## config.mk

```make
export PLATFORM = sky130hd
export DESIGN_NAME = opnd_sram_loader
export DESIGN_NICKNAME = d
export VERILOG_FILES = /design/src/rtl/oper_ld_pkg.sv /design/src/rtl/oper_ld_ctrl.sv /design/src/rtl/oper_ld_keypack.sv /design/src/rtl/oper_ld_wrport.sv /design/src/rtl/opnd_sram_loader.sv
export SDC_FILE = /design/constraint.sdc
export NUM_CORES = 1
export LEC_CHECK = 0
export BUFFER_PORTS_ARGS = -buffer_cell sky130_fd_sc_hd__buf_4
export CAP_MARGIN = 20
export CORE_MARGIN = 3
export CORE_UTILIZATION = 26
export CTS_BUF_LIST = sky130_fd_sc_hd__clkbuf_16
export DETAILED_ROUTE_END_ITERATION = 8
export GPL_ROUTABILITY_DRIVEN = 0
export PLACE_DENSITY_LB_ADDON = 0.08
export SETUP_SLACK_MARGIN = 0.02
export SYNTH_ARGS = -nofsm -noshare
export SYNTH_HDL_FRONTEND = slang
export SYNTH_SLANG_ARGS = --single-unit
```

## constraint.sdc

```tcl
create_clock -name clk_i -period 4.6 [get_ports clk_i]
set_input_delay 1.38 -clock clk_i [delete_from_list [all_inputs] [get_ports clk_i]]
set_output_delay 1.38 -clock clk_i [all_outputs]
set_load 0.005 [all_outputs]
```

## src/rtl/oper_ld_pkg.sv

```systemverilog
package oper_ld_pkg;

  typedef enum logic [1:0] {
    OP_EXP  = 2'd0,
    OP_MOD  = 2'd1,
    OP_MSG  = 2'd2,
    OP_RSVD = 2'd3
  } op_kind_e;

  typedef enum logic [1:0] {
    S_IDLE = 2'd0,
    S_RECV = 2'd1,
    S_FILL = 2'd2,
    S_DONE = 2'd3
  } ld_state_e;

  localparam int unsigned LANES   = 4;
  localparam int unsigned GRP_DW  = 12;
  localparam int unsigned EXP_OFS = 0;
  localparam int unsigned MOD_OFS = 4;
  localparam int unsigned MSG_OFS = 8;

  // dword index inside one operand region -> physical interleaved dword
  function automatic int unsigned grp_addr(input int unsigned idx, input int unsigned ofs);
    return (idx / LANES) * GRP_DW + ofs + (idx % LANES);
  endfunction

  // position of highest set bit plus one, 0 for a zero byte
  function automatic logic [3:0] sig_bits8(input logic [7:0] b);
    logic [3:0] r;
    r = '0;
    for (int i = 0; i < 8; i++) begin
      if (b[i]) r = 4'(i + 1);
    end
    return r;
  endfunction

endpackage

```

## src/rtl/oper_ld_ctrl.sv

```systemverilog
module oper_ld_ctrl
  import oper_ld_pkg::*;
#(
  parameter int KEY_MAX = 512,
  parameter int MSG_MAX = 2048,
  parameter int LW      = $clog2(MSG_MAX + 1),
  parameter int SW      = $clog2(MSG_MAX),
  parameter int FW      = $clog2(MSG_MAX / LANES)
) (
  input  logic          clk_i,
  input  logic          rst_ni,
  input  logic          start_i,
  input  logic [1:0]    mode_i,
  input  logic [LW-1:0] len_i,
  input  logic          in_valid_i,
  output logic          in_ready_o,
  output logic          accept_o,
  output logic          clear_o,
  output logic [SW-1:0] sig_o,
  output op_kind_e      mode_o,
  output logic          fill_o,
  output logic [FW-1:0] fill_dw_o,
  output logic [3:0]    fill_be_o,
  output logic          idle_o,
  output logic          done_o,
  output logic          err_o
);

  localparam int MSG_DW = MSG_MAX / LANES;

  ld_state_e     st_q;
  op_kind_e      mode_q;
  logic [LW-1:0] len_q, rem_q;
  logic [FW-1:0] fill_q;
  logic          err_q, done_q;
  logic          bad_req;

  always_comb begin
    bad_req = (mode_i == OP_RSVD) ||
              ((mode_i != OP_MSG) && (len_i > LW'(KEY_MAX))) ||
              ((mode_i == OP_MSG) && (len_i > LW'(MSG_MAX)));
  end

  always_ff @(posedge clk_i or negedge rst_ni) begin
    if (!rst_ni) begin
      st_q   <= S_IDLE;
      mode_q <= OP_EXP;
      len_q  <= '0;
      rem_q  <= '0;
      fill_q <= '0;
      err_q  <= 1'b0;
      done_q <= 1'b0;
    end else begin
      done_q <= (st_q == S_DONE);
      unique case (st_q)
        S_IDLE: if (start_i) begin
          mode_q <= op_kind_e'(mode_i);
          len_q  <= len_i;
          rem_q  <= len_i;
          fill_q <= '0;
          err_q  <= bad_req;
          if (bad_req)               st_q <= S_DONE;
          else if (len_i == '0)      st_q <= (mode_i == OP_MSG) ? S_FILL : S_DONE;
          else                       st_q <= S_RECV;
        end
        S_RECV: if (in_valid_i) begin
          rem_q <= rem_q - 1'b1;
          if (rem_q == LW'(1)) begin
            if ((mode_q == OP_MSG) && (len_q != LW'(MSG_MAX))) begin
              st_q   <= S_FILL;
              fill_q <= FW'(len_q >> 2);
            end else begin
              st_q <= S_DONE;
            end
          end
        end
        S_FILL: begin
          fill_q <= fill_q + 1'b1;
          if (fill_q == FW'(MSG_DW - 1)) st_q <= S_DONE;
        end
        S_DONE: st_q <= S_IDLE;
        default: st_q <= S_IDLE;
      endcase
    end
  end

  // lanes at or beyond the message length are zero-filled
  always_comb begin
    for (int j = 0; j < LANES; j++) begin
      fill_be_o[j] = (LW'({fill_q, 2'(j)}) >= len_q);
    end
  end

  assign in_ready_o = (st_q == S_RECV);
  assign accept_o   = in_ready_o && in_valid_i;
  assign clear_o    = (st_q == S_IDLE) && start_i;
  assign sig_o      = SW'(rem_q - 1'b1);
  assign mode_o     = mode_q;
  assign fill_o     = (st_q == S_FILL);
  assign fill_dw_o  = fill_q;
  assign idle_o     = (st_q == S_IDLE);
  assign done_o     = done_q;
  assign err_o      = err_q;

endmodule

```

## src/rtl/oper_ld_keypack.sv

```systemverilog
module oper_ld_keypack
  import oper_ld_pkg::*;
#(
  parameter int SW  = 11,
  parameter int BCW = 13
) (
  input  logic           clk_i,
  input  logic           rst_ni,
  input  logic           clear_i,
  input  logic           accept_i,
  input  logic           key_mode_i,
  input  logic [7:0]     byte_i,
  input  logic [SW-1:0]  sig_i,
  output logic           wr_req_o,
  output logic [SW-3:0]  wr_idx_o,
  output logic [31:0]    wr_data_o,
  output logic [BCW-1:0] bit_cnt_o
);

  logic [31:0]    acc_q, acc_nxt;
  logic           seen_q, take;
  logic [BCW-1:0] bit_cnt_q;

  always_comb begin
    take      = accept_i && key_mode_i && (seen_q || (byte_i != 8'h00));
    acc_nxt   = {acc_q[23:0], byte_i};
    wr_req_o  = take && (sig_i[1:0] == 2'b00);
    wr_idx_o  = sig_i[SW-1:2];
    wr_data_o = acc_nxt;
  end

  always_ff @(posedge clk_i or negedge rst_ni) begin
    if (!rst_ni) begin
      acc_q     <= '0;
      seen_q    <= 1'b0;
      bit_cnt_q <= '0;
    end else if (clear_i) begin
      acc_q     <= '0;
      seen_q    <= 1'b0;
      bit_cnt_q <= '0;
    end else if (take) begin
      seen_q <= 1'b1;
      acc_q  <= (sig_i[1:0] == 2'b00) ? 32'h0 : acc_nxt;
      if (!seen_q) bit_cnt_q <= BCW'({sig_i, 3'b000}) + BCW'(sig_bits8(byte_i));
    end
  end

  assign bit_cnt_o = bit_cnt_q;

endmodule

```

## src/rtl/oper_ld_wrport.sv

```systemverilog
module oper_ld_wrport
  import oper_ld_pkg::*;
#(
  parameter int SW = 11,
  parameter int FW = 9,
  parameter int AW = 11
) (
  input  logic          clk_i,
  input  logic          rst_ni,
  input  op_kind_e      mode_i,
  input  logic          key_req_i,
  input  logic [SW-3:0] key_idx_i,
  input  logic [31:0]   key_data_i,
  input  logic          msg_req_i,
  input  logic [SW-1:0] sig_i,
  input  logic [7:0]    byte_i,
  input  logic          fill_i,
  input  logic [FW-1:0] fill_dw_i,
  input  logic [3:0]    fill_be_i,
  output logic          wr_en_o,
  output logic [AW-1:0] wr_addr_o,
  output logic [31:0]   wr_data_o,
  output logic [3:0]    wr_be_o
);

  logic          en_d;
  logic [AW-1:0] addr_d;
  logic [31:0]   data_d;
  logic [3:0]    be_d;

  always_comb begin
    en_d   = 1'b0;
    addr_d = '0;
    data_d = '0;
    be_d   = '0;
    if (key_req_i) begin
      en_d   = 1'b1;
      addr_d = AW'(grp_addr(32'(key_idx_i), (mode_i == OP_MOD) ? MOD_OFS : EXP_OFS));
      data_d = key_data_i;
      be_d   = 4'hF;
    end else if (msg_req_i) begin
      en_d   = 1'b1;
      addr_d = AW'(grp_addr(32'(sig_i >> 2), MSG_OFS));
      data_d = {4{byte_i}};
      be_d   = 4'b0001 << sig_i[1:0];
    end else if (fill_i) begin
      en_d   = 1'b1;
      addr_d = AW'(grp_addr(32'(fill_dw_i), MSG_OFS));
      be_d   = fill_be_i;
    end
  end

  always_ff @(posedge clk_i or negedge rst_ni) begin
    if (!rst_ni) begin
      wr_en_o   <= 1'b0;
      wr_addr_o <= '0;
      wr_data_o <= '0;
      wr_be_o   <= '0;
    end else begin
      wr_en_o   <= en_d;
      wr_addr_o <= addr_d;
      wr_data_o <= data_d;
      wr_be_o   <= be_d;
    end
  end

endmodule

```

## src/rtl/opnd_sram_loader.sv

```systemverilog
module opnd_sram_loader
  import oper_ld_pkg::*;
#(
  parameter int KEY_MAX_BYTES = 512,
  parameter int MSG_MAX_BYTES = 2048,
  localparam int LW  = $clog2(MSG_MAX_BYTES + 1),
  localparam int SW  = $clog2(MSG_MAX_BYTES),
  localparam int FW  = $clog2(MSG_MAX_BYTES / LANES),
  localparam int AW  = $clog2((MSG_MAX_BYTES / LANES / LANES) * GRP_DW),
  localparam int BCW = $clog2(KEY_MAX_BYTES * 8 + 1)
) (
  input  logic           clk_i,
  input  logic           rst_ni,
  input  logic           start_i,
  input  logic [1:0]     mode_i,
  input  logic [LW-1:0]  len_i,
  input  logic           in_valid_i,
  input  logic [7:0]     in_data_i,
  output logic           in_ready_o,
  output logic           wr_en_o,
  output logic [AW-1:0]  wr_addr_o,
  output logic [31:0]    wr_data_o,
  output logic [3:0]     wr_be_o,
  output logic           done_o,
  output logic           err_o,
  output logic [BCW-1:0] bit_cnt_o
);

  logic          accept_w, clear_w, fill_w, idle_w;
  logic [SW-1:0] sig_w;
  op_kind_e      mode_w;
  logic [FW-1:0] fill_dw_w;
  logic [3:0]    fill_be_w;
  logic          key_req_w;
  logic [SW-3:0] key_idx_w;
  logic [31:0]   key_data_w;

  oper_ld_ctrl #(
    .KEY_MAX(KEY_MAX_BYTES), .MSG_MAX(MSG_MAX_BYTES), .LW(LW), .SW(SW), .FW(FW)
  ) u_ctrl (
    .clk_i, .rst_ni, .start_i, .mode_i, .len_i, .in_valid_i,
    .in_ready_o,
    .accept_o  (accept_w),
    .clear_o   (clear_w),
    .sig_o     (sig_w),
    .mode_o    (mode_w),
    .fill_o    (fill_w),
    .fill_dw_o (fill_dw_w),
    .fill_be_o (fill_be_w),
    .idle_o    (idle_w),
    .done_o,
    .err_o
  );

  oper_ld_keypack #(.SW(SW), .BCW(BCW)) u_pack (
    .clk_i, .rst_ni,
    .clear_i    (clear_w),
    .accept_i   (accept_w),
    .key_mode_i (mode_w != OP_MSG),
    .byte_i     (in_data_i),
    .sig_i      (sig_w),
    .wr_req_o   (key_req_w),
    .wr_idx_o   (key_idx_w),
    .wr_data_o  (key_data_w),
    .bit_cnt_o
  );

  oper_ld_wrport #(.SW(SW), .FW(FW), .AW(AW)) u_wr (
    .clk_i, .rst_ni,
    .mode_i     (mode_w),
    .key_req_i  (key_req_w),
    .key_idx_i  (key_idx_w),
    .key_data_i (key_data_w),
    .msg_req_i  (accept_w && (mode_w == OP_MSG)),
    .sig_i      (sig_w),
    .byte_i     (in_data_i),
    .fill_i     (fill_w),
    .fill_dw_i  (fill_dw_w),
    .fill_be_i  (fill_be_w),
    .wr_en_o, .wr_addr_o, .wr_data_o, .wr_be_o
  );

endmodule

```

# Word-level counts from Yosys, hierarchy flattened
# Cells that the tools add are included.
# classes
addsub	9
mul	2
magnitude_cmp	6
n_eq_ne	18
n_shift	1
mux	48
n_reduce_logical	24
# ops
operator	n
24-bit 2-to-1 mux	3
32-bit 2-to-1 mux	2
11-bit by 12-bit greater-or-equal comparator with 1-bit output	4
13-bit 2-to-1 mux	3
9-bit 2-to-1 mux	4
11-bit by 2-bit adder with 11-bit output	3
11-bit 2-to-1 mux	3
4-bit 2-to-1 mux	7
9-bit one-hot mux with 3 select lines	1
12-bit 2-to-1 mux	2
12-bit one-hot mux with 2 select lines	1
11-bit by 4-bit adder with 11-bit output (second input constant)	2
7-bit by 2-bit multiplier with 9-bit output (second input constant)	2
2-bit 2-to-1 mux	8
3-bit 2-to-1 mux	5
2-bit != test (second input constant)	7
13-bit by 4-bit adder with 13-bit output	1
12-bit by 1-bit equality test with 1-bit output (second input constant)	1
12-bit by 10-bit greater-than comparator with 1-bit output (second input constant)	1
12-bit greater-than comparator (second input constant)	1
12-bit logical NOT	1
12-bit != test (second input constant)	1
12-bit by 1-bit subtractor with 12-bit output (second input constant)	1
11-bit adder	1
other kinds (18)	43
# totals
ff_bits	125
in_bits	26
elab_cells	122

# Depth between registers and ports, before layout
# Gate-level depths: netlist of run 1.
# depth
ltp_word	15
ltp_mapped	17

# Modules after synthesis
# Synthesis of run 1 repeated with hierarchy kept, for this count alone.
# hier_totals
cells_unflattened	844
hier_area_um2	7672.4
# by_module_without_submodules
module	n_inst	cells_each	area_each_um2	seq_area_each_um2
oper_ld_wrport	1	339	3106.7	1201.2
oper_ld_ctrl	1	294	2600.0	975.9
oper_ld_keypack	1	209	1950.6	950.9
opnd_sram_loader	1	2	15.0	0.0

# Least setup slack after synthesis of run 1
# No wires, ideal clock.
# synth_path
path_kind	reg2reg
startpoint	register u_ctrl.rem_q[0]
endpoint	register u_wr.wr_addr_o[10]
arrival_ns	3.835
setup_slack_ns	0.641
stages_incl_launch_ff	18
path_buffers	1
path_cell_list	dfrtp_1 inv_1 ha_1 or3b_1 buf_2 xor2_1 inv_1 ha_1 fa_1 and2_1 nand2_1 or3_1 a21boi_0 and4bb_1 nand3_2 nor4b_2 mux2i_1 a211o_1
# synth_between
elab_chain_cells	6
# synth_rtl
item	line	source
start: declaration	oper_ld_ctrl.sv:33	logic [LW-1:0] len_q, rem_q;
start signal: assignment	oper_ld_ctrl.sv:59	rem_q <= len_i;
start signal: assignment	oper_ld_ctrl.sv:67	rem_q <= rem_q - 1'b1;
12-bit by 1-bit subtractor with 12-bit output *	-	
7-bit by 2-bit multiplier with 9-bit output	oper_ld_pkg.sv:25	return (idx / LANES) * GRP_DW + ofs + (idx % LANES);
11-bit by 4-bit adder with 11-bit output	oper_ld_pkg.sv:25	
11-bit by 2-bit adder with 11-bit output	oper_ld_pkg.sv:25	
11-bit 2-to-1 mux	oper_ld_wrport.sv:41	end else if (msg_req_i) begin
11-bit 2-to-1 mux *	oper_ld_wrport.sv:36	if (key_req_i) begin
named net u_wr.addr_d[10]	oper_ld_wrport.sv:27	logic [AW-1:0] addr_d;
end signal: assignment	oper_ld_wrport.sv:61	wr_addr_o <= addr_d;
end: declaration	oper_ld_wrport.sv:21	output logic [AW-1:0] wr_addr_o,
# The timed path passes the listed nets; every way through them passes the cells marked *.
# A chain may end at the register's enable or synchronous reset.

# Final worst setup path of run 1
# layout_path
startpoint	register u_ctrl.rem_q[1]
endpoint	register u_wr.wr_addr_o[8]
# Same word-level chain as after synthesis.

==> results of run 1 <==
-- critical path, cell delays in order, from the launching register on --
cell and delay, ns:
dfrtp_1 0.46, inv_1 0.14, ha_1 0.28, or3b_4 0.46, o21ai_1 0.28, nand2_1 0.27, ha_1 0.38, nand2_1 0.11
or4_1 0.41, nand3_1 0.14, mux2i_2 0.13, xnor2_4 0.26, nand4_1 0.20, xor2_1 0.18, a221oi_1 0.34, a21oi_1 0.08
-- flip-flops by register name (all words and copies together), names as in the netlist --
name / count
u_wr.wr_data_o: 32
u_ctrl.fill_dw_o: 9
u_ctrl.rem_q: 12
u_wr.wr_en_o: 1
u_ctrl.done_o: 1
u_wr.wr_be_o: 4
u_pack.bit_cnt_o: 13
u_ctrl.err_o: 1
u_ctrl.mode_o: 2
u_wr.wr_addr_o: 11
u_ctrl.len_q: 12
u_pack.acc_q: 24
u_ctrl.st_q: 2
u_pack.seen_q: 1
-- power breakdown --
group          switching (W)  internal, W  leakage (nW)  total [W]
Clock               0.000573     0.000762         0.274    0.00134
Sequential          0.000349      0.00144          1.66    0.00179
Combinational        0.00194      0.00133          2.11    0.00328
-- cell usage in the layout, fill, tap and decap left out, types with 4 or more instances in the layout --
| cell | count |
|---|---|
| buf_4 | 101 |
| o21ai_0 | 50 |
| nand2b_1 | 5 |
| dfrtp_1 | 125 |
| nor3_1 | 12 |
| or3_1 | 6 |
| nor2_1 | 34 |
| a22oi_1 | 5 |
| nand2_1 | 62 |
| nand4_1 | 4 |
| o21a_1 | 5 |
| nor4_1 | 9 |
| nor2b_1 | 12 |
| clkinvlp_4 | 4 |
| a32oi_1 | 4 |
| inv_1 | 35 |
| xnor2_1 | 23 |
| nor3b_1 | 5 |
| o22ai_1 | 8 |
| nand3_1 | 22 |
| a21o_1 | 11 |
| mux2i_1 | 6 |
| xor2_1 | 10 |
| o211ai_1 | 7 |
| mux2_2 | 13 |
| o31ai_1 | 5 |
| and2_1 | 8 |
| clkbuf_16 | 17 |
| a211o_1 | 4 |
| a21oi_1 | 27 |
| ha_1 | 41 |
| a22o_1 | 60 |
| inv_8 | 4 |
-- cell type report --
| cell class | count | share of cell area [%] |
|---|---|---|
| Inverter | 36 | 1.56 |
| Clock inverter | 15 | 1.78 |
| Timing Repair Buffer | 102 | 9.00 |
| Multi-Input combinational cell | 508 | 41.7 |
| Sequential cell | 125 | 36.2 |
| Tap cell | 335 | 4.85 |
| Clock buffer | 17 | 4.92 |
-- what timing repair did --
action	CTS	global route
hold buffers	0	0
setup endpoints to repair	0	2
resized for setup	0	3
-- metal layers --
| layer | global-route usage (%) | vias up | wire length [um] |
|---|---|---|---|
| met3 | 2.58 | 17 | 822 |
| met5 | 0 | - | 0 |
| met1 | 20.5 | 2788 | 10200 |
| li1 | - | 2725 | - |
| met4 | 4.97 | 0 | 386 |
| met2 | 24.0 | 137 | 9970 |
-- how the worst max path moves through the flow --
stage               startpoint                 end  cells past startpoint
4_1_cts        u_ctrl.rem_q[1]   u_wr.wr_addr_o[8]                     16
2_1_floorplan  u_ctrl.rem_q[0]  u_wr.wr_addr_o[10]                     17
6_report       u_ctrl.rem_q[1]   u_wr.wr_addr_o[8]                     15
3_3_place_gp   u_ctrl.rem_q[1]  u_wr.wr_addr_o[10]                     16
3_5_place_dp   u_ctrl.rem_q[1]   u_wr.wr_addr_o[8]                     16
5_1_grt        u_ctrl.rem_q[1]   u_wr.wr_addr_o[8]                     17
-- logic make-up (layout without fill, tap and decap cells) --
kind of cell,after synthesis,after routing,synth area share (%)
simple gates,198,198,14.4
mux,20,20,3.15
xor+xnor,35,35,4.65
buf+inv,68,170,3.92
flops,125,125,44.7
compound gates,212,212,21.2
fa+ha+maj,43,43,7.91
-- through the flow --
step           hold slack, ns  power [W]
5_1_grt                 0.520    0.00690
3_3_place_gp            0.478    0.00504
2_1_floorplan           0.463    0.00398
6_report                0.498    0.00640
4_1_cts                 0.502    0.00645
3_5_place_dp            0.488    0.00508
==> metrics, run 1 <==
H-tree depth=4; CORE AREA=26,200 um2; Yosys warning total=0; Top Ports=90; first-pass GRT wire length=33,500 um; Mapped Avg Cell Area=9.97 um2; DP Cell Count=1,106; crit path max fanout=7; hold wc startpoint=u_pack.acc_q[21]; root buf cell=clkbuf_16; critical path data required time=4.88 ns; Mapped Cells=701; peak supply drop=0.000244 V; Crit. End Element=flip-flop; dominant synthesized flop cell=dfrtp_1; initial cell density of the core=26.7%; IO buf count=89; largest net degree at the start of global routing=76; leakage=4.05 nW; DRT antenna net count=0; Crit Path Category=flip-flop to flip-flop; HPWL after DPL=16,100 um; Synth cell types=65; sequential area share after synthesis=44.7%; Layout Skew=0.0150 ns; die area=28,900 um2; Clock Sink Count=125; fillers=2,691; Synth area leader=dfrtp_1; total of max-cap violations=0; register area=3130 um2; Reg clk slew, reported paths=0.06 ns; outcome=completed; Vias=5,667; Longest Clk Path Bufs=2; number of synthesized flops with an enable pin=0; # Post-CTS Setup Buffers=0; Post-Route Utilization=33.0%; Multi-input gate area=3610 um2; final worst-path cycle share=93.2%; Hold Crit Class=flip-flop to flip-flop; area of the mapped netlist=6990 um2; Chip Height=170 um; placed inst area=8060 um2; ys async rst share=100%; Max Slew Vio Count=0; share of cells above drive strength 1=20.3%; area grow syn2layout=23.7%; R2R Setup Slk=0.31 ns; worst-margin pin slew=1.07 ns; count leader, synth=dfrtp_1; Finished Cell Area=8650 um2; final hold violation count=0; CTS tree=built; layout net count=859; register bit total from synthesis=125; Slew headroom=28.5%; hold depth=1; final wirelength=21,400 um; DR WL/cell=18.8 um; hold worst-path end=u_wr.wr_data_o[29]; # diodes=0; endpoints failing setup=0; vias in the first global route=5,816; total congestion overflow=0; DIE WIDTH=170 um; Setup WS pre-CTS=0.332 ns; Power Density=740 nW/um2; most frequent cells after synthesis=125 x dfrtp_1, 62 x nand2_1, 60 x a22o_1, 50 x o21ai_0, 41 x ha_1; CTS Buf Count=17; Yosys top cell area share=44.7%; setup_tns=0 ns; drt drc=0; unrepaired setup endpoints after global routing=false; R2R cell count=15; worst setup margin=0.315 ns; clock latency on the worst-skew pair=0.43 ns; Via density=4.98; drt initial violations=315; fin crit period=4.29 ns; crit path launch type=flip-flop; Mapped Nets=770; drt pass-1 iters=5; Cell Rows=59; RR Startpoint=u_ctrl.rem_q[1]; Synth area leaders=dfrtp_1 45%, a22o_1 7.5%, ha_1 7.3%; Tot GR Track Use=14.9%; FF-to-FF End=u_wr.wr_addr_o[8]; Fmax=0.233 GHz; final cell count without fillers=1,138; initial antenna violation count=0; CP Data Arrival Time=4.57 ns
No activity file was read; power rests on OpenSTA's default activity.
==> inputs of run 2 (changes only) <==
==> constraint.sdc (replaced) <==
create_clock -name clk_i -period 4.6 [get_ports clk_i]
set_input_delay 0.23 -clock clk_i [delete_from_list [all_inputs] [get_ports clk_i]]
set_output_delay 0.23 -clock clk_i [all_outputs]
set_load 0.005 [all_outputs]
==> metrics, run 2 (synthesis results as in run 1) <==
HPWL after DPL=16,200 um (+0.39%); Fmax=0.233 GHz (-0.15%); Crit Path Category=flip-flop to flip-flop; Multi-input gate area=3600 um2 (-0.10%); commonest non-fill, non-tap cells in the layout=125 x dfrtp_1, 103 x buf_4, 61 x nand2_1, 60 x a22o_1, 50 x o21ai_0; hold wc startpoint=len_i[6]; endpoints failing setup=0 (unchanged); Most flops, register=u_wr.wr_data_o; root buf cell=clkbuf_16; crit path from=u_ctrl.rem_q[1]; Chip Height=170 um (unchanged); critical path data required time=4.89 ns (about the same); R2R cell count=17 (+2); CP most frequent cell=ha_1; Reg clk slew, reported paths=0.07 ns (about the same); share of cells above drive strength 1=20.2% (-0.050 points); Via density=5.02 (+0.72%); area grow syn2layout=23.9%; CORE AREA=26,200 um2 (unchanged); Hold Crit Class=primary input to flip-flop; Slew headroom=28.1% (-0.39 points); RR Startpoint=u_ctrl.rem_q[1]; clock latency on the worst-skew pair=0.43 ns (about the same); fin crit period=4.29 ns (+0.00660 ns); Crit. End Element=flip-flop; CP Data Arrival Time=4.59 ns (+0.02 ns); Power Density=739 nW/um2 (-0.10%); DR WL/cell=18.9 um (+0.70%); R2R Setup Slk=0.31 ns (about the same); CP max-delay cell=or3b_1; initial antenna violation count=0 (unchanged); total congestion overflow=0 (unchanged); DIE WIDTH=170 um (unchanged); peak supply drop=0.000242 V (-0.82%); worst-margin pin slew=1.08 ns (+0.00586 ns); Clock Sink Count=125 (unchanged); Global Route met3 Usage=3.28% (+0.70 points); # diodes=0 (unchanged); Largest register FFs=32 (unchanged); Tot GR Track Use=15.2% (+0.29 points); # Post-CTS Setup Buffers=0 (unchanged); crit path to=u_wr.wr_addr_o[8]; max incr delay on CP=0.51 ns (+0.05 ns); Longest Clk Path Bufs=2 (unchanged); Cell Rows=59 (unchanged); fillers=2,741 (+1.9%); register area=3130 um2 (unchanged); critical-path cell list=inv_1, ha_1, or3b_1, buf_4, o21a_1, nor2_1, inv_2, ha_1, and2_1, nand2_1, or3_1, a21boi_0, and4bb_1, nand4_1, xor2_1, a221oi_1, a21oi_1; most common cell after layout, fill and taps aside=dfrtp_1; Vias=5,718 (+0.90%); CTS tree=built; drt pass-1 iters=5 (unchanged); Top Ports=90 (unchanged); Max Slew Vio Count=0 (unchanged); initial cell density of the core=26.7% (unchanged); final wirelength=21,500 um (+0.88%); Layout Skew=0.0110 ns (-0.00404 ns); layer with the highest usage=met2; largest net degree at the start of global routing=51 (-33%); leakage=4.06 nW (+0.39%); outcome=completed; unrepaired setup endpoints after global routing=false; largest delay contributor family on the critical path=simple AND/OR/NAND/NOR gates; crit path max fanout=10 (+3); met1 usage=20.4% (-0.10 points); IO buf count=89 (unchanged); met2 usage=24.9% (+0.96 points); crit path launch type=flip-flop; drt initial violations=377 (+20%); worst path buffer plus inverter count=3 (+2); layout net count=861 (+0.23%); final hold violation count=0 (unchanged); H-tree depth=4 (unchanged); drt drc=0 (unchanged); Post-Route Utilization=33.0% (+0.048 points); setup_tns=0 ns (unchanged); DRT antenna net count=0 (unchanged); FF-to-FF End=u_wr.wr_addr_o[8]; die area=28,900 um2 (unchanged); total of max-cap violations=0 (unchanged); first-pass GRT wire length=33,900 um (+1.2%); cell depth of the worst setup path=17 (+2); CTS Buf Count=17 (unchanged); vias in the first global route=5,903 (+1.5%); final worst-path cycle share=93.3% (+0.14 points)
-- run 2: cell count changes in the layout (fill, tap and decap cells not counted), sizes merged --
cell         before  now
inv              43   46
bufinv            1    0
clkinvlp          4    1
buf             102  103
dlygate4sd3       0    1
clkinv            3    4
-- run 2: area by class of cell --
| cell class | count | share of cell area [%] |
|---|---|---|
| flip-flops and latches | 125 | 36.1 |
| repair buffers | 104 | 9.04 |
| clock inverters | 15 | 1.91 |
| multi-input cells | 508 | 41.6 |
| well taps | 335 | 4.84 |
| inverters | 36 | 1.56 |
| clock buffers | 17 | 4.91 |
-- run 2: where the power goes --
part | switching (W) | internal, W
Sequential | 0.000346 | 0.00144
Clock | 0.000618 | 0.000730
Combinational | 0.00194 | 0.00133
-- run 2: repair_timing --
action | CTS | global route
endpoints found under the setup margin | 0 | 2
endpoints found under the hold margin | 34 | 0
gates resized for setup | 0 | 2
hold buffers | 1 | 0
-- run 2: per-stage QoR --
step / cell area [um2] / hold WS (ns) / setup slack (ns) / std cells / power [W]
global placement: 8050 / 0.204 / 0.464 / 1107 / 0.00504
CTS: 8650 / 0.0396 / 0.282 / 1140 / 0.00647
finish: 8660 / 0.0541 / 0.308 / 1140 / 0.00640
detailed placement: 8050 / 0.216 / 0.295 / 1107 / 0.00508
global route: 8660 / 0.0419 / 0.0781 / 1140 / 0.00694
floorplan: 6990 / -0.0656 / 0.641 / 701 / 0.00398
-- run 2: worst min-delay path by stage --
stage,to,slack [ns],cells after the start
finish,u_ctrl.rem_q[6],0.05,3
floorplan,u_ctrl.done_o,-0.07,0
detailed placement,u_wr.wr_data_o[16],0.22,1
global placement,u_wr.wr_data_o[16],0.20,1
global route,u_ctrl.rem_q[6],0.04,3
CTS,u_ctrl.rem_q[6],0.04,3
-- run 2: worst min-delay path, delay by kind of cell --
kind,cells,cell delay (ns)
buffers and inverters,1,0.10
AOI/OAI and AO/OA,1,0.06
and+or+nand+nor,1,0.05
-- run 2: routing by layer --
metal | part of all wire [%] | routed length, um
met1 | 48 | 10300
met2 | 46 | 10000
met4 | 1.9 | 405
met3 | 3.9 | 831
met5 | 0 | 0
==> inputs of run 3 (changes only) <==
--- a/config.mk
+++ b/config.mk
@@ -5,6 +5,7 @@
 export SDC_FILE = /design/constraint.sdc
 export NUM_CORES = 1
 export LEC_CHECK = 0
+export ABC_AREA = 1
 export BUFFER_PORTS_ARGS = -buffer_cell sky130_fd_sc_hd__buf_4
 export CAP_MARGIN = 20
 export CORE_MARGIN = 3
==> metrics, run 3 <==
post-CTS sizing=0 (unchanged); worst-margin pin slew=0.822 ns (-0.254 ns); CP Data Arrival Time=3.81 ns (-0.78 ns); Finished Cell Area=8860 um2 (+2.3%); Yosys warning total=0 (unchanged); DIE WIDTH=171 um (+0.82%); combinational cell fraction of total power=50.8% (-0.3 points); Cell Rows=59 (unchanged); drt pass-1 iters=4 (-1); vias in the first global route=6,029 (+2.1%); area of the mapped netlist=7110 um2 (+1.7%); Hold-fix buffers, CTS=1 (unchanged); # Post-CTS Setup Buffers=0 (unchanged); Flop pwr share=25.7% (-2.2 points); register bit total from synthesis=125 (unchanged); sequential area share after synthesis=44.0% (-0.75 points); CTS tree=built; crit path launch type=flip-flop; number of synthesized flops with an enable pin=0 (unchanged); Crit. End Element=flip-flop; HPWL after DPL=16,600 um (+2.6%); NetSw=0.00302 W (+3.8%); multiplexer share of the synthesized area=0% (-3.2 points); drt drc=0 (unchanged); ys async rst share=100% (unchanged); final hold violation count=0 (unchanged); initial cell density of the core=26.8% (+0.15 points); layout net count=1,012 (+18%); first-pass GRT wire length=34,700 um (+2.4%); Via density=4.60 (-8.2%); final worst-path cycle share=75.7% (-18 points); H-tree depth=4 (unchanged); total congestion overflow=0 (unchanged); internal power=0.00358 W (+2.4%); Tot GR Track Use=15.5% (+0.27 points); compound-cell area share of the yosys netlist=16.5% (-4.7 points); drt initial violations=292 (-23%); IO buf count=89 (unchanged); xor/xnor cell area share of the yosys netlist=2.09% (-2.6 points); placed inst area=8190 um2 (+1.8%); CORE AREA=26,500 um2 (+1.1%); Synth Area in Simple Gates=20.7% (+6.3 points); commonest non-fill, non-tap cells in the layout=136 x inv_1, 129 x nand2_1, 125 x dfrtp_1, 98 x buf_4, 94 x o21ai_0; Chip Height=171 um (+0.82%); Max Slew Vio Count=0 (unchanged); DRT antenna net count=0 (unchanged); most frequent cells after synthesis=136 x inv_1, 129 x nand2_1, 125 x dfrtp_1, 94 x o21ai_0, 50 x nor2_1; unrepaired setup endpoints after global routing=false; dominant synthesized flop cell=dfrtp_1; Largest register FFs=32 (unchanged); Yosys top cell area share=44.0% (-0.75 points); setup_tns=0 ns (unchanged); Vias=5,938 (+3.8%); count leader, synth=inv_1; Mapped Nets=914 (+19%); crit path max fanout=6 (-4); Clock Sink Count=125 (unchanged); root buf cell=clkbuf_16; R2R Setup Slk=1.12 ns (+0.81 ns); Clock Power Share=23.5% (+2.4 points); Synth area leader=dfrtp_1; endpoints failing setup=0 (unchanged); critical path data required time=4.93 ns (+0.04 ns); Power Density=744 nW/um2 (+0.68%); share of cells above drive strength 1=19.4% (-0.88 points); # diodes=0 (unchanged); Switching Fraction=45.7% (+0.36 points); Mapped Avg Cell Area=8.41 um2 (-16%); area grow syn2layout=24.7%; outcome=completed; Hold Crit Class=primary input to flip-flop; Longest Clk Path Bufs=2 (unchanged); Mapped Cells=845 (+21%); largest family of logic cells by synthesized area=simple AND/OR/NAND/NOR gates; Crit Path Category=flip-flop to flip-flop; clock latency on the worst-skew pair=0.42 ns (about the same); Fmax=0.287 GHz (+23%); Reg clk slew, reported paths=0.07 ns (about the same); initial antenna violation count=0 (unchanged); DR WL/cell=17.2 um (-9.2%); most common cell after layout, fill and taps aside=inv_1; leakage=4.37 nW (+7.5%); Top Ports=90 (unchanged); Slew headroom=45.1% (+17 points); die area=29,400 um2 (+1.6%); Layout Skew=0.0101 ns (-0.000832 ns); Synth area leaders=dfrtp_1 44%, ha_1 7.2%, inv_1 7.2%; fin crit period=3.48 ns (-0.808 ns); Most flops, register=u_wr.wr_data_o; peak supply drop=0.000220 V (-9.1%); total of max-cap violations=0 (unchanged); Synth cell types=45 (-31%); final wirelength=22,100 um (+2.7%); largest net degree at the start of global routing=84 (+65%); CTS Buf Count=17 (unchanged); post-synthesis adder-cell area fraction=7.78% (-0.13 points)
[run 3: cell types whose count changed after synthesis, sizes merged, moves of 22 or more]
cell   before  now
a22o       60    0
inv        36  142
nand2      63  155
nand3      23   48
nor2       36   61
o21ai      53   99
o32ai       0   24
xnor2      24    2
[run 3: power by group through the flow]
stage | Combinational, W | Sequential (W) | Clock (W)
after floorplan | 0.00234 | 0.00166 | 0
after CTS | 0.00341 | 0.00170 | 0.00158
final | 0.00335 | 0.00170 | 0.00155
after detailed placement | 0.00339 | 0.00172 | 0
after global routing | 0.00381 | 0.00175 | 0.00163
after global placement | 0.00341 | 0.00172 | 0
[run 3: kinds of logic after synthesis]
logic type / after synthesis
adder cells (fa/ha/maj): 43
AND/OR/NAND/NOR: 293
AO/OA/AOI/OAI: 199
buffers and inverters: 168
flip-flops: 125
XOR/XNOR: 17
[run 3: cell type report]
| class | instances | area [um2] |
|---|---|---|
| timing repair buffer | 100 | 757 |
| clock buffer | 17 | 425 |
| sequential | 125 | 3130 |
| tap | 335 | 419 |
| inverter | 147 | 554 |
| fill | 2821 | 17600 |
| multi-input combinational | 552 | 3350 |
| clock inverter | 14 | 233 |
[run 3: path summary, 6_finish.rpt]
| path | from | endpoint | cells past startpoint |
|---|---|---|---|
| max reg2reg | u_ctrl.rem_q[0] | u_wr.wr_addr_o[9] | 20 |
| min in group asynchronous | rst_ni | u_pack.acc_q[18] | 2 |
| min reg2reg | u_ctrl.len_q[6] | u_ctrl.len_q[6] | 2 |
| max | u_ctrl.rem_q[0] | u_wr.wr_addr_o[9] | 20 |
| max in group asynchronous | rst_ni | u_ctrl.fill_dw_o[0] | 3 |
| min | mode_i[0] | u_ctrl.mode_o[0] | 3 |
[run 3: worst max-delay path, cell delays in order (launching register included)]
cell	delay, ns
dfrtp_1	0.45
inv_1	0.16
ha_1	0.29
nand2_2	0.14
xor2_1	0.28
inv_1	0.16
ha_1	0.28
fa_1	0.47
or2_2	0.31
nand2_1	0.12
inv_1	0.09
nand2_1	0.06
inv_1	0.05
nand3_1	0.13
nor2_2	0.05
nand3_1	0.07
nand2_1	0.07
nand2_1	0.06
nand2_1	0.05
nand2_1	0.05
inv_1	0.03
[run 3: through the flow]
step | total power [W] | hold slack (ns) | util [%] | worst slack, ns | cells
CTS | 0.00669 | 0.0241 | 33.4 | 1.10 | 1290
detailed placement | 0.00511 | 0.359 | 30.9 | 1.10 | 1258
floorplan | 0.00400 | -0.0656 | - | 1.52 | 845
global route | 0.00719 | 0.0282 | 33.4 | 0.754 | 1290
finish | 0.00660 | 0.0370 | 33.4 | 1.12 | 1290
global placement | 0.00513 | 0.369 | 30.9 | 1.26 | 1258
[run 3: per-layer routing]
metal,share of wire [%],track usage [%],vias up,wire [um]
li1,-,-,3029,-
met1,50,21.5,2783,11000
met2,46,24.9,108,10200
met3,3.0,2.74,18,655
met4,1.3,4.30,0,294
met5,0,0,-,0
